$ cat src/rtl/hs_tx_pkg.sv
package hs_tx_pkg;

    typedef enum logic [2:0] {
        ST_IDLE,
        ST_SYNC,
        ST_DATA,
        ST_STUFF,
        ST_EOP
    } tx_state_e;

endpackage

$ cat src/rtl/hs_tx_shifter.sv
module hs_tx_shifter #(
    parameter int BYTE_W = 8
) (
    input  logic              clk,
    input  logic              rst_n,
    input  logic              load,
    input  logic [BYTE_W-1:0] load_data,
    input  logic              shift,
    output logic              cur_bit,
    output logic              last_bit
);
    localparam int IDX_W = $clog2(BYTE_W);

    logic [BYTE_W-1:0] shreg_q;
    logic [IDX_W-1:0]  idx_q;

    always_ff @(posedge clk) begin
        if (!rst_n) begin
            shreg_q <= '0;
            idx_q   <= '0;
        end else if (load) begin
            shreg_q <= load_data;
            idx_q   <= '0;
        end else if (shift) begin
            shreg_q <= shreg_q >> 1;
            idx_q   <= idx_q + IDX_W'(1);
        end
    end

    assign cur_bit  = shreg_q[0];
    assign last_bit = (idx_q == IDX_W'(BYTE_W - 1));

endmodule

$ cat src/rtl/hs_tx_stuff_ctr.sv
module hs_tx_stuff_ctr #(
    parameter int RUN_MAX = 6
) (
    input  logic clk,
    input  logic rst_n,
    input  logic clr,
    input  logic count_en,
    input  logic bit_in,
    output logic run_full
);
    localparam int RUN_W = $clog2(RUN_MAX + 1);

    logic [RUN_W-1:0] run_q;

    always_ff @(posedge clk) begin
        if (!rst_n || clr) begin
            run_q <= '0;
        end else if (count_en) begin
            run_q <= bit_in ? run_q + RUN_W'(1) : '0;
        end
    end

    assign run_full = count_en && bit_in && (run_q == RUN_W'(RUN_MAX - 1));

    // after a full run the framer must feed a zero (or leave the packet)
    AST_RUN_CLEARS: assert property (@(posedge clk) disable iff (!rst_n)
        (run_q == RUN_W'(RUN_MAX)) |=> (run_q == '0));

endmodule

$ cat src/rtl/hs_tx_nrzi.sv
module hs_tx_nrzi (
    input  logic clk,
    input  logic rst_n,
    input  logic hold_idle,
    input  logic bit_in,
    output logic line_k,
    output logic line_oe
);
    always_ff @(posedge clk) begin
        if (!rst_n || hold_idle) begin
            line_k  <= 1'b0;
            line_oe <= 1'b0;
        end else begin
            line_k  <= bit_in ? line_k : ~line_k;
            line_oe <= 1'b1;
        end
    end

endmodule

$ cat src/rtl/hs_tx_framer.sv
module hs_tx_framer
    import hs_tx_pkg::*;
#(
    parameter int BYTE_W      = 8,
    parameter int SYNC_LEN    = 32,
    parameter int EOP_LEN     = 8,
    parameter int SOF_EOP_LEN = 40,
    parameter int RUN_MAX     = 6
) (
    input  logic              clk,
    input  logic              rst_n,
    input  logic              in_valid,
    output logic              in_ready,
    input  logic [BYTE_W-1:0] in_data,
    input  logic              in_sop,
    input  logic              in_eop,
    input  logic              in_sof,
    output logic              line_k,
    output logic              line_oe
);
    localparam int CNT_TOP = (SYNC_LEN > SOF_EOP_LEN) ? SYNC_LEN : SOF_EOP_LEN;
    localparam int CNT_W   = $clog2(CNT_TOP);
    localparam logic [CNT_W-1:0] SYNC_END = CNT_W'(SYNC_LEN - 1);
    localparam logic [CNT_W-1:0] EOP_END  = CNT_W'(EOP_LEN - 1);
    localparam logic [CNT_W-1:0] SOF_END  = CNT_W'(SOF_EOP_LEN - 1);

    tx_state_e        state_q, state_d;
    logic [CNT_W-1:0] cnt_q;
    logic             last_q, sof_q, end_q;
    logic [CNT_W-1:0] eop_end;

    logic cur_bit, load, shift, cnt_en, closing;
    logic sh_bit, sh_last, run_full;

    assign eop_end = sof_q ? SOF_END : EOP_END;
    assign closing = sh_last && (last_q || !in_valid);

    // ---------------- state register ----------------
    always_ff @(posedge clk) begin
        if (!rst_n) begin
            state_q <= ST_IDLE;
            cnt_q   <= '0;
            last_q  <= 1'b0;
            sof_q   <= 1'b0;
            end_q   <= 1'b0;
        end else begin
            state_q <= state_d;
            cnt_q   <= (state_d != state_q) ? '0 : cnt_q + CNT_W'(1);
            if (load) begin
                last_q <= in_eop;
            end
            if (state_q == ST_IDLE) begin
                sof_q <= in_sof;
                end_q <= 1'b0;
            end else if (state_q == ST_DATA && closing) begin
                end_q <= 1'b1;
            end
        end
    end

    // ---------------- next state ----------------
    always_comb begin
        state_d = state_q;
        unique case (state_q)
            ST_IDLE:  if (in_valid && in_sop) state_d = ST_SYNC;
            ST_SYNC:  if (cnt_q == SYNC_END) state_d = ST_DATA;
            ST_DATA: begin
                if (run_full)     state_d = ST_STUFF;
                else if (closing) state_d = ST_EOP;
            end
            ST_STUFF: state_d = end_q ? ST_EOP : ST_DATA;
            ST_EOP:   if (cnt_q == eop_end) state_d = ST_IDLE;
            default:  state_d = ST_IDLE;
        endcase
    end

    // ---------------- outputs and datapath control ----------------
    always_comb begin
        in_ready = 1'b0;
        cur_bit  = 1'b0;
        load     = 1'b0;
        shift    = 1'b0;
        cnt_en   = 1'b0;
        unique case (state_q)
            ST_IDLE: begin
                in_ready = 1'b1;
                load     = in_valid && in_sop;
            end
            ST_SYNC: begin
                cur_bit = (cnt_q == SYNC_END);
                cnt_en  = 1'b1;
            end
            ST_DATA: begin
                cur_bit = sh_bit;
                cnt_en  = 1'b1;
                if (sh_last) begin
                    in_ready = !last_q;
                    load     = !last_q && in_valid;
                end else begin
                    shift = 1'b1;
                end
            end
            ST_STUFF: begin
                cur_bit = 1'b0;
                cnt_en  = 1'b1;
            end
            ST_EOP: begin
                cur_bit = (cnt_q != '0);
            end
            default: ;
        endcase
    end

    hs_tx_shifter #(.BYTE_W(BYTE_W)) shifter_i (
        .clk       (clk),
        .rst_n     (rst_n),
        .load      (load),
        .load_data (in_data),
        .shift     (shift),
        .cur_bit   (sh_bit),
        .last_bit  (sh_last)
    );

    hs_tx_stuff_ctr #(.RUN_MAX(RUN_MAX)) stuff_i (
        .clk      (clk),
        .rst_n    (rst_n),
        .clr      (state_q == ST_IDLE || state_q == ST_EOP),
        .count_en (cnt_en),
        .bit_in   (cur_bit),
        .run_full (run_full)
    );

    hs_tx_nrzi nrzi_i (
        .clk       (clk),
        .rst_n     (rst_n),
        .hold_idle (state_q == ST_IDLE),
        .bit_in    (cur_bit),
        .line_k    (line_k),
        .line_oe   (line_oe)
    );

    // ---------------- assertions ----------------
    AST_IDLE_LEVEL: assert property (@(posedge clk) disable iff (!rst_n)
        !line_oe |-> !line_k);

    AST_SYNC_STARTS_K: assert property (@(posedge clk) disable iff (!rst_n)
        $rose(line_oe) |-> line_k);

    AST_STUFF_TOGGLES: assert property (@(posedge clk) disable iff (!rst_n)
        (state_q == ST_STUFF) |=> (line_k != $past(line_k)));

    AST_STUFF_AFTER_DATA: assert property (@(posedge clk) disable iff (!rst_n)
        (state_q == ST_STUFF) |-> ($past(state_q) == ST_DATA));

    AST_TAIL_ONES_HOLD: assert property (@(posedge clk) disable iff (!rst_n)
        (state_q == ST_EOP && cnt_q != '0) |=> (line_k == $past(line_k)));

    AST_OE_DROPS: assert property (@(posedge clk) disable iff (!rst_n)
        (state_q == ST_EOP && cnt_q == eop_end) |-> ##2 !line_oe);

endmodule

$ cat config.mk
export PLATFORM = sky130hd
export DESIGN_NAME = hs_tx_framer
export DESIGN_NICKNAME = d
export VERILOG_FILES = /design/src/rtl/hs_tx_pkg.sv /design/src/rtl/hs_tx_shifter.sv /design/src/rtl/hs_tx_stuff_ctr.sv /design/src/rtl/hs_tx_nrzi.sv /design/src/rtl/hs_tx_framer.sv
export SDC_FILE = /design/constraint.sdc
export NUM_CORES = 1
export LEC_CHECK = 0
export CAP_MARGIN = 20
export CORE_ASPECT_RATIO = 0.7
export CORE_MARGIN = 2
export CORE_UTILIZATION = 54
export CTS_CLUSTER_SIZE = 25
export DETAILED_ROUTE_END_ITERATION = 6
export PLACE_DENSITY = 0.87
export SYNTH_ARGS = -nofsm -noshare
export SYNTH_HDL_FRONTEND = slang
export SYNTH_SLANG_ARGS = --single-unit
$ cat constraint.sdc
create_clock -name clk -period 1.9 [get_ports clk]
set_input_delay 0.38 -clock clk [delete_from_list [all_inputs] [get_ports clk]]
set_output_delay 0.38 -clock clk [all_outputs]
set_load 0.01 [all_outputs]
---- Word-level counts from Yosys, hierarchy flattened ----
Index checks and enable logic that the tools add are counted.
word-level totals
  register bits ........................... 28
cells by class
  add/sub/neg operators ................... 3
  eq/ne operators ......................... 9
  mux-type cells .......................... 20
  bitwise gates (word level) .............. 2
  reductions and logical operators ........ 20
operators with widths
  cell                                                             number
  3-bit two-way mux                                                7
  8-bit two-way mux                                                2
  3-bit case mux with 5 select lines                               1
  3-bit == test, second input constant                             3
  3-bit by 1-bit adder with 3-bit output, second input constant    2
  6-bit by 1-bit adder with 6-bit output, second input constant    1
  3-bit by 2-bit == test with 1-bit output, second input constant  2
  6-bit by 5-bit == test with 1-bit output, second input constant  1
  6-bit == test                                                    1
  1-bit logical AND                                                6
  1-bit two-way mux                                                6
  6-bit two-way mux                                                1
  6-bit nonzero test                                               1
  2-bit OR reduction                                               3
  1-bit logical OR                                                 4
  1-bit case mux with 2 select lines                               2
  3-bit by 1-bit == test with 1-bit output, second input constant  1
  1-bit zero test                                                  3
  3-bit zero test                                                  1
  3-bit != test                                                    1
  1-bit case mux with 3 select lines                               1
  3-bit OR reduction                                               1
  1-bit NOT                                                        2
  2-bit nonzero test                                               1

---- Logic depth before layout (Yosys ltp) ----
Gate-level depths: netlist of the first run.
  word-level depth ........................ 9
  depth in mapped cells ................... 7
  mapped depth without buffers ............ 6

---- Modules after synthesis ----
Synthesis of the first run repeated with hierarchy kept, for this count alone.
second synthesis, totals
  cells, all modules ...................... 163
  area total of the unflattened synthesis .. 1547.7 um^2
modules (own cells, without submodules)
  module           times used  cells an instance  area each (um^2)  seq. area each (um^2)
  hs_tx_framer     1           92                 790.8             240.2
  hs_tx_shifter    1           47                 525.5             220.2
  hs_tx_stuff_ctr  1           19                 167.7             60.1
  hs_tx_nrzi       1           5                  63.8              40.0

---- Worst setup path after synthesis of the first run ----
No wires, ideal clock.
  kind .................................... register to register
  start ................................... reg shifter_i.idx_q[0]
  end ..................................... reg shifter_i.shreg_q[1]
  library setup time ...................... 70 ps
  data arrival time ....................... 1531 ps
  slack ................................... 299 ps
  cell stages (with the launch flop) ...... 8
  cells stage by stage .................... dfxtp_1 ha_1 ha_1 and3b_1 o211ai_1 buf_2 nand3_1 a21oi_1
between the ends
  word-level cells in the longest chain between the ends .. 4
  elaborated cells between the ends (all ways) .. 7
ends and longest elaborated chain
  what                                                                     RTL line             RTL
  from (decl)                                                              hs_tx_shifter.sv:15  logic [IDX_W-1:0] idx_q;
  from (signal assigned)                                                   hs_tx_shifter.sv:26  idx_q <= idx_q + IDX_W'(1);
  3-bit == test *                                                          hs_tx_shifter.sv:31  assign last_bit = (idx_q == IDX_W'(BYTE_W - 1));
  1-bit two-way mux                                                        hs_tx_framer.sv:96   if (sh_last) begin
  1-bit case mux with 2 select lines or 1-bit two-way mux (tied branches)  hs_tx_framer.sv:84   unique case (state_q)
  8-bit two-way mux or 2-bit nonzero test (tied branches)                  -
  to (signal assigned)                                                     hs_tx_shifter.sv:22  shreg_q <= load_data;
  to (signal assigned)                                                     hs_tx_shifter.sv:25  shreg_q <= shreg_q >> 1;
  to (decl)                                                                hs_tx_shifter.sv:14  logic [BYTE_W-1:0] shreg_q;
Mark *: on every way between the ends. The rest lies on a longest branch, timed or not.
A chain may end at the register's enable or synchronous reset.

---- Worst setup path in the final report of the first run ----
  start ................................... reg shifter_i.idx_q[0]
  end ..................................... reg shifter_i.shreg_q[2]
Same word-level chain as after synthesis.

==> results of run 1 <==
==> cell families after synthesis <==
group	share of synthesized area
xor gates and xnor gates	0.0359
and+or+nand+nor	0.244
muxes	0.0137
adders and majority gates	0.0512
AOI/OAI and AO/OA	0.212
buffers and inverters	0.0606
DFF	0.383
==> cells in the final DEF (no fill, tap or decap), types with 4 or more instances in the layout <==
cell,count
a21oi_1,16
a22oi_1,6
buf_4,7
clkbuf_8,4
clkdlybuf4s50_1,15
dfxtp_1,27
ha_1,5
inv_1,8
nand2_1,14
nand3_1,10
nor2_1,10
nor2b_1,4
nor4_1,6
xnor2_1,4
==> final cells by class <==
| class | instances | area (um2) | area share |
|---|---|---|---|
| multi-input cells | 120 | 823 | 0.477 |
| repair buffers | 24 | 213 | 0.123 |
| flip-flops and latches | 28 | 562 | 0.326 |
| inverters | 8 | 30.0 | 0.0174 |
| clock buffers | 4 | 55.1 | 0.0319 |
| well taps | 34 | 42.5 | 0.0247 |
==> metal layers <==
metal	track usage	part of all wire
met5	0	0
met4	0.0490	0.0099
met3	0.0518	0.073
met2	0.390	0.47
met1	0.288	0.45
==> power groups by stage <==
stage	clock network [uW]	registers, uW	logic [uW]
after floorplan	0	629	75.1
after global placement	0	631	122
after detailed placement	0	632	126
after CTS	368	619	127
after global routing	400	621	145
final	362	620	135
==> critical path: cells and delay by family, from the launching register on <==
kind | cells | cell delay (ns)
flip-flops | 1 | 0.34
adder cells (fa/ha/maj) | 2 | 0.36
AO/OA/AOI/OAI | 2 | 0.40
AND/OR/NAND/NOR | 2 | 0.28
buffers and inverters | 2 | 0.37
==> stage by stage <==
| stage | total power [uW] | setup WS, ns | instance area [um2] |
|---|---|---|---|
| floorplan | 704 | 0.299 | 1470 |
| global placement | 753 | 0.115 | 1650 |
| detailed placement | 758 | 0.0433 | 1650 |
| CTS | 1110 | 0.0314 | 1710 |
| global route | 1170 | -0.0000460 | 1730 |
| finish | 1120 | 0.0831 | 1730 |
==> registers in the layout, indices dropped and copies added, names as in the netlist <==
name and count:
sof_q 1, last_q 1, shifter_i.shreg_q 8, shifter_i.idx_q 3
state_q 3, end_q 1, stuff_i.run_q 3, nrzi_i.line_oe 1
cnt_q 6, nrzi_i.line_k 1
==> cell usage after synthesis (4+ instances only) <==
cell	number	area share
a21oi_1	16	0.055
a22oi_1	7	0.036
dfxtp_1	28	0.38
ha_1	6	0.051
inv_1	8	0.020
nand2_1	14	0.036
nand3_1	10	0.034
nor2_1	10	0.026
nor2b_1	4	0.017
nor4_1	6	0.026
xnor2_1	4	0.024
==> repair_timing <==
action,4_1_cts,5_1_grt
setup endpoints to repair,1,10
resized for setup,1,6
pin swaps,0,4
buffers inserted,0,1
hold buffers,0,0
endpoints found under the hold margin,0,0
gates cloned,0,1
==> worst max path at each step <==
| stage | from | to | slack, ns |
|---|---|---|---|
| after global placement | in_valid | cnt_q[4]$_SDFF_PP0_ | 0.11 |
| final | shifter_i.idx_q[0]$_SDFFE_PP0P_ | shifter_i.shreg_q[2]$_SDFFE_PN0P_ | 0.08 |
| after floorplan | shifter_i.idx_q[0]$_SDFFE_PP0P_ | shifter_i.shreg_q[1]$_SDFFE_PN0P_ | 0.30 |
| after detailed placement | in_valid | cnt_q[3]$_SDFF_PP0_ | 0.04 |
| after global routing | shifter_i.idx_q[1]$_SDFFE_PP0P_ | cnt_q[5]$_SDFF_PP0_ | -0.00005 |
| after CTS | shifter_i.idx_q[0]$_SDFFE_PP0P_ | in_ready | 0.03 |
==> summary.md, run 1 <==
| Metric | Value |
|---|---|
| Status | `completed` |
| Hold_ws | `0.472 ns` |
| Slowest-stage cell, CP | `dfxtp_2` |
| Antenna violations before repair | `0` |
| # DRC | `0` |
| # IOs | `17` |
| Die Wd | `66.3 um` |
| Layout cell share with drive strength beyond 1 | `0.130` |
| Clk buf depth | `2` |
| Post-route ant nets | `0` |
| CP startpoint kind | `register` |
| Vias | `about 1300` |
| Area Overhead vs Synth | `17.8%` |
| Syn nets | `between 150 and 200` |
| Cts bufs inserted | `3` |
| Normalized max-slew margin | `0.680` |
| RR Endpoint | `shifter_i.shreg_q[2]$_SDFFE_PN0P_` |
| Post-synth EDFFs | `0` |
| Total gr overflow | `0` |
| GR Util All Layers | `0.223` |
| Net switching power | `roughly 260 uW` |
| N_diodes | `0` |
| Final setup viols | `0` |
| Via density | `6.17` |
| Die area | `3150 um2` |
| Pre-Repair DR Iteration Count | `5` |
| RSZ-0062 raised after global routing | `yes` |
| Die H | `47.6 um` |
| Vias in the first global route | `1171` |
| Initial DRC count | `141` |
| Final Hold Viols | `0` |
| Gp weighted congestion | `0.894` |
| Reg2reg path depth | `8` |
| Worst-path clk slew | `0.09 ns` |
| WHS Endpoint | `shifter_i.shreg_q[5]$_SDFFE_PN0P_` |
| Worst EP required | `2.10 ns` |
| Register bit count reported by yosys | `28` |
| Mapped Cells | `approximately 160` |
| Top_reg_cell synth | `dfxtp_1` |
| FILL cells | `194` |
| Yosys warning total | `0` |
| Asr flop ratio synth | `0` |
| Post-synthesis cell area | `1470 um2` |
| R2R Path Start | `shifter_i.idx_q[0]$_SDFFE_PP0P_` |
| Cell Count Post-Placement | `212` |
| Sequential fraction of the synthesis area | `0.383` |
| Core region area | `between 2000 and 3000 um2` |
| Hold Path Cell Cnt | `2` |
| Worst R2R Setup Slack | `0.08 ns` |
| Final Instance Count excl. Fillers | `218` |
| WS Path Type | `register to register` |
| Later-pin clock latency in the skew report | `~0.28 ns` |
| Crit path cell chain | `ha_1 > ha_2 > buf_4 > and3b_1 > o211ai_1 > buf_2 > nand3_1 > a21oi_1` |
| Cell Rows | `15` |
| Synth cell types | `48` |
| Final HPWL DP | `2360 um` |
| Clock Skews | `between 0.004 and 0.005 ns` |
| Root Driver | `clkbuf_8` |
| Wire per inst | `16.1 um` |
| MaxCap Viol Count | `0` |
| Final min period | `~1.8 ns` |
| Sequential fraction of design power | `0.555` |
| Largest net degree at the start of global routing | `18` |
| Post-Synthesis Mean Instance Area | `roughly 8.9 um2` |
| VDD IR max | `between 0.0006 and 0.0007 V` |
| Layout Nets | `205` |
| Global-route wire length before repair | `roughly 5200 um` |
| Comb power frac | `0.121` |
| Hold Startpoint | `shifter_i.shreg_q[5]$_SDFFE_PN0P_` |
| Final wirelength | `3520 um` |
| Kind of end point of the critical path | `register` |
| Actual transition at the worst max-transition pin | `0.479 ns` |
| Clock share of power | `0.324` |
| Slew Limit Fails | `0` |
| Port Buffers | `16` |
| Final TNS setup | `0 ns` |
| Worst EP arrival | `2.02 ns` |
| Worst hold path class | `register to register` |
| Clock Sinks | `28` |
| Fmax | `550 MHz` |
| Lkg Pwr | `0.000617 uW` |
| Layout Utilization | `0.686` |
| Largest stage delay, worst path | `~0.34 ns` |
| CTS tree | `yes` |
| Power density cells | `647 nW/um2` |
| Initial Util | `0.583` |
| Critical Path Fanout Max | `5` |
| Final period util | `0.956` |
| Net Sw Frac | `0.230` |
| H-tree levels | `1` |
| Internal | `around 860 uW` |
Note: power is estimated with default switching activity, not from simulation.
==> run 2: changes to the inputs <==
--- a/config.mk
+++ b/config.mk
@@ -6,12 +6,13 @@
 export NUM_CORES = 1
 export LEC_CHECK = 0
 export CAP_MARGIN = 20
-export CORE_ASPECT_RATIO = 0.7
+export CORE_ASPECT_RATIO = 0.9
 export CORE_MARGIN = 2
-export CORE_UTILIZATION = 54
+export CORE_UTILIZATION = 55
 export CTS_CLUSTER_SIZE = 25
 export DETAILED_ROUTE_END_ITERATION = 6
-export PLACE_DENSITY = 0.87
+export PLACE_DENSITY = 0.88
 export SYNTH_ARGS = -nofsm -noshare
 export SYNTH_HDL_FRONTEND = slang
+export SYNTH_HIERARCHICAL = 1
 export SYNTH_SLANG_ARGS = --single-unit
==> summary.md, run 2 <==
| Metric | Value |
|---|---|
| RSZ-0062 raised after global routing | `yes` |
| Die H | `54.3 um (+14%)` |
| Asr flop ratio synth | `0 (unchanged)` |
| Post-route ant nets | `0 (unchanged)` |
| Pre-CTS setup slack | `-0.328 ns (-0.372 ns)` |
| Violated checks | `negative setup slack` |
| Sequential cell area | `568 um2 (+1.1%)` |
| Post-Synthesis Mean Instance Area | `9.50 um2 (+6.3%)` |
| Final setup viols | `10 (+10)` |
| Final wirelength | `4040 um (+15%)` |
| Post-synth EDFFs | `0 (unchanged)` |
| VDD IR max | `0.000344 V (-51%)` |
| Normalized max-slew margin | `0.660 (-0.0196)` |
| Final Instance Count excl. Fillers | `241 (+11%)` |
| Gp weighted congestion | `0.929 (+3.9%)` |
| Count leader, synth | `dfxtp_1` |
| Most flops, register | `shifter_i/shreg_q` |
| Power density cells | `573 nW/um2 (-11%)` |
| WS Path Type | `register to register` |
| Worst EP required | `2.15 ns (+0.05 ns)` |
| Synth cell types | `49 (+2.1%)` |
| Most frequent cells in the layout | `buf_4, dfxtp_1, clkdlybuf4s50_1` |
| Clock Skews | `0.00515 ns (+0.000515 ns)` |
| # IOs | `17 (unchanged)` |
| Clock Sinks | `28 (unchanged)` |
| Wire per inst | `16.7 um (+3.8%)` |
| Biggest regs | `shifter_i/shreg_q: 8 flops, cnt_q: 6 flops` |
| Later-pin clock latency in the skew report | `0.33 ns (+0.05 ns)` |
| Met2 wire length | `2030 um (+23%)` |
| Via density | `5.83 (-5.6%)` |
| Die Wd | `59.9 um (-9.6%)` |
| Worst hold path class | `register to register` |
| Pre-Repair DR Iteration Count | `4 (-1)` |
| Sequential fraction of the synthesis area | `0.362 (-0.0204)` |
| Area of the multi-input gates | `1010 um2 (+23%)` |
| Critical Path Fanout Max | `6 (+1)` |
| Actual transition at the worst max-transition pin | `0.506 ns (+0.0266 ns)` |
| Kind of end point of the critical path | `register` |
| CP startpoint kind | `register` |
| H-tree levels | `1 (unchanged)` |
| CTS tree | `yes` |
| MaxCap Viol Count | `0 (unchanged)` |
| Syn nets | `183 (-0.54%)` |
| Initial Util | `0.573 (-0.00990)` |
| DR top layer | `met4` |
| Met1 wire length | `1680 um (+7.1%)` |
| Initial DRC count | `44 (-69%)` |
| Cell Count Post-Placement | `230 (+8.5%)` |
| Global-route wire length before repair | `6110 um (+17%)` |
| Total gr overflow | `0 (unchanged)` |
| Synth area leader | `dfxtp_1` |
| Largest net degree at the start of global routing | `17 (-1)` |
| Top_reg_cell synth | `dfxtp_1` |
| Fmax | `458 MHz (-17%)` |
| Layout Utilization | `0.783 (+0.0973)` |
| Max reg flops | `8 (unchanged)` |
| Status | `finished, violations left` |
| Antenna violations before repair | `0 (unchanged)` |
| Area Overhead vs Synth | `36.8%` |
| Vias | `1404 (+4.3%)` |
| N_diodes | `0 (unchanged)` |
| Yosys warning total | `6 (+6)` |
| Cell Rows | `18 (+3)` |
| Post-synthesis cell area | `1550 um2 (+5.6%)` |
| Metal3 WL | `228 um (-12%)` |
| Cts bufs inserted | `3 (unchanged)` |
| Commonest non-fill, non-tap cell in the layout | `buf_4` |
| Die area | `3250 um2 (+3.2%)` |
| Core region area | `2700 um2 (+7.5%)` |
| Mapped Cells | `163 (-0.61%)` |
| Clk buf depth | `2 (unchanged)` |
| FILL cells | `169 (-13%)` |
| Vias in the first global route | `1345 (+15%)` |
| Top cells by area, synth | `dfxtp_1, nand2b_1, o211a_1` |
| Register bit count reported by yosys | `28 (unchanged)` |
| Top cells by count, synth | `dfxtp_1, nand2b_1, nand2_1, nor2_1` |
| GR Util All Layers | `0.254 (+0.0318)` |
| Worst-path clk slew | `0.15 ns (+0.06 ns)` |
| Root Driver | `clkbuf_4` |
| Final min period | `2.18 ns (+0.367 ns)` |
| Port Buffers | `16 (unchanged)` |
| Synth top area share | `0.362 (-0.0204)` |
| Slew Limit Fails | `0 (unchanged)` |
| Lkg Pwr | `0.000908 uW (+47%)` |
| Final WS setup | `-0.284 ns (-0.367 ns)` |
| Worst EP arrival | `2.43 ns (+0.41 ns)` |
| Layout cell share with drive strength beyond 1 | `0.346 (+0.216)` |
| Final TNS setup | `-1.77 ns (-1.77 ns)` |
| # DRC | `0 (unchanged)` |
| Final HPWL DP | `2750 um (+16%)` |
| Layout Nets | `232 (+13%)` |
| Final Hold Viols | `0 (unchanged)` |
| Final period util | `1.15 (+0.193)` |
-- run 2: changes by cell type after synthesis, moves of 3 or more --
cell and delta:
nand2b_1 +10, nor2b_1 -3, a21oi_1 -11, o21ai_1 +3, mux2_2 +7, nand3_1 -6, a22oi_1 -7, nand2_1 -5
o211a_1 +8
-- run 2: worst paths after layout --
check | startpoint | endpoint | slack [ns] | cells after the start
hold / removal | end_q$_SDFFE_PP0P_ | end_q$_SDFFE_PP0P_ | 0.49 | 2
setup / recovery | cnt_q[1]$_SDFF_PP0_ | cnt_q[0]$_SDFF_PP0_ | -0.28 | 10
hold reg to reg | end_q$_SDFFE_PP0P_ | end_q$_SDFFE_PP0P_ | 0.49 | 2
setup reg to reg | cnt_q[1]$_SDFF_PP0_ | cnt_q[0]$_SDFF_PP0_ | -0.28 | 10
-- run 2: power breakdown --
part | leakage (uW) | total (uW) | switching (uW) | internal, uW
registers | 0.000230 | 630 | 17.9 | 612
clock network | 0.0000279 | 396 | 182 | 213
logic | 0.000650 | 188 | 84.7 | 103
-- run 2: worst max-delay path, stage by stage (launching register included) --
cell and delay, ns:
dfxtp_4 0.40, ha_4 0.15, nand2_4 0.06, nor3_4 0.12, a31oi_1 0.11, o21ai_2 0.17
and4_4 0.24, and2b_4 0.20, a211oi_4 0.25, a211oi_4 0.13, nor4_2 0.26
-- run 2: cell families after synthesis --
kind of cell / synth area share
compound gates: 0.154
xor+xnor: 0.0396
fa+ha+maj: 0.0485
buf+inv: 0.0517
flops: 0.362
mux: 0.0768
simple gates: 0.268
-- run 2: layer usage --
layer,up-vias,GRT usage
li1,669,-
met1,668,0.319
met2,55,0.451
met3,12,0.0331
met4,0,0.0852
met5,-,0
-- run 2: repair_timing --
item                                    4_1_cts  5_1_grt
pin swaps                                     6        6
hold buffers                                  0        0
setup buffers                                 6        2
endpoints found under the setup margin       11       13
resized for setup                            12        8
-- run 2: stage by stage --
step	area (um2)	power, uW	hold WS, ns
6_report	2120	1210	0.490
5_1_grt	2120	1270	0.518
4_1_cts	2050	1210	0.492
3_5_place_dp	1930	818	0.468
3_3_place_gp	1930	808	0.443
2_1_floorplan	1570	738	0.429
-- run 2: layout make-up --
type,count,area share
multi-input cells,120,0.478
flip-flops and latches,28,0.268
repair buffers,51,0.197
well taps,30,0.0177
clock inverters,1,0.0142
inverters,8,0.0142
clock buffers,3,0.0106
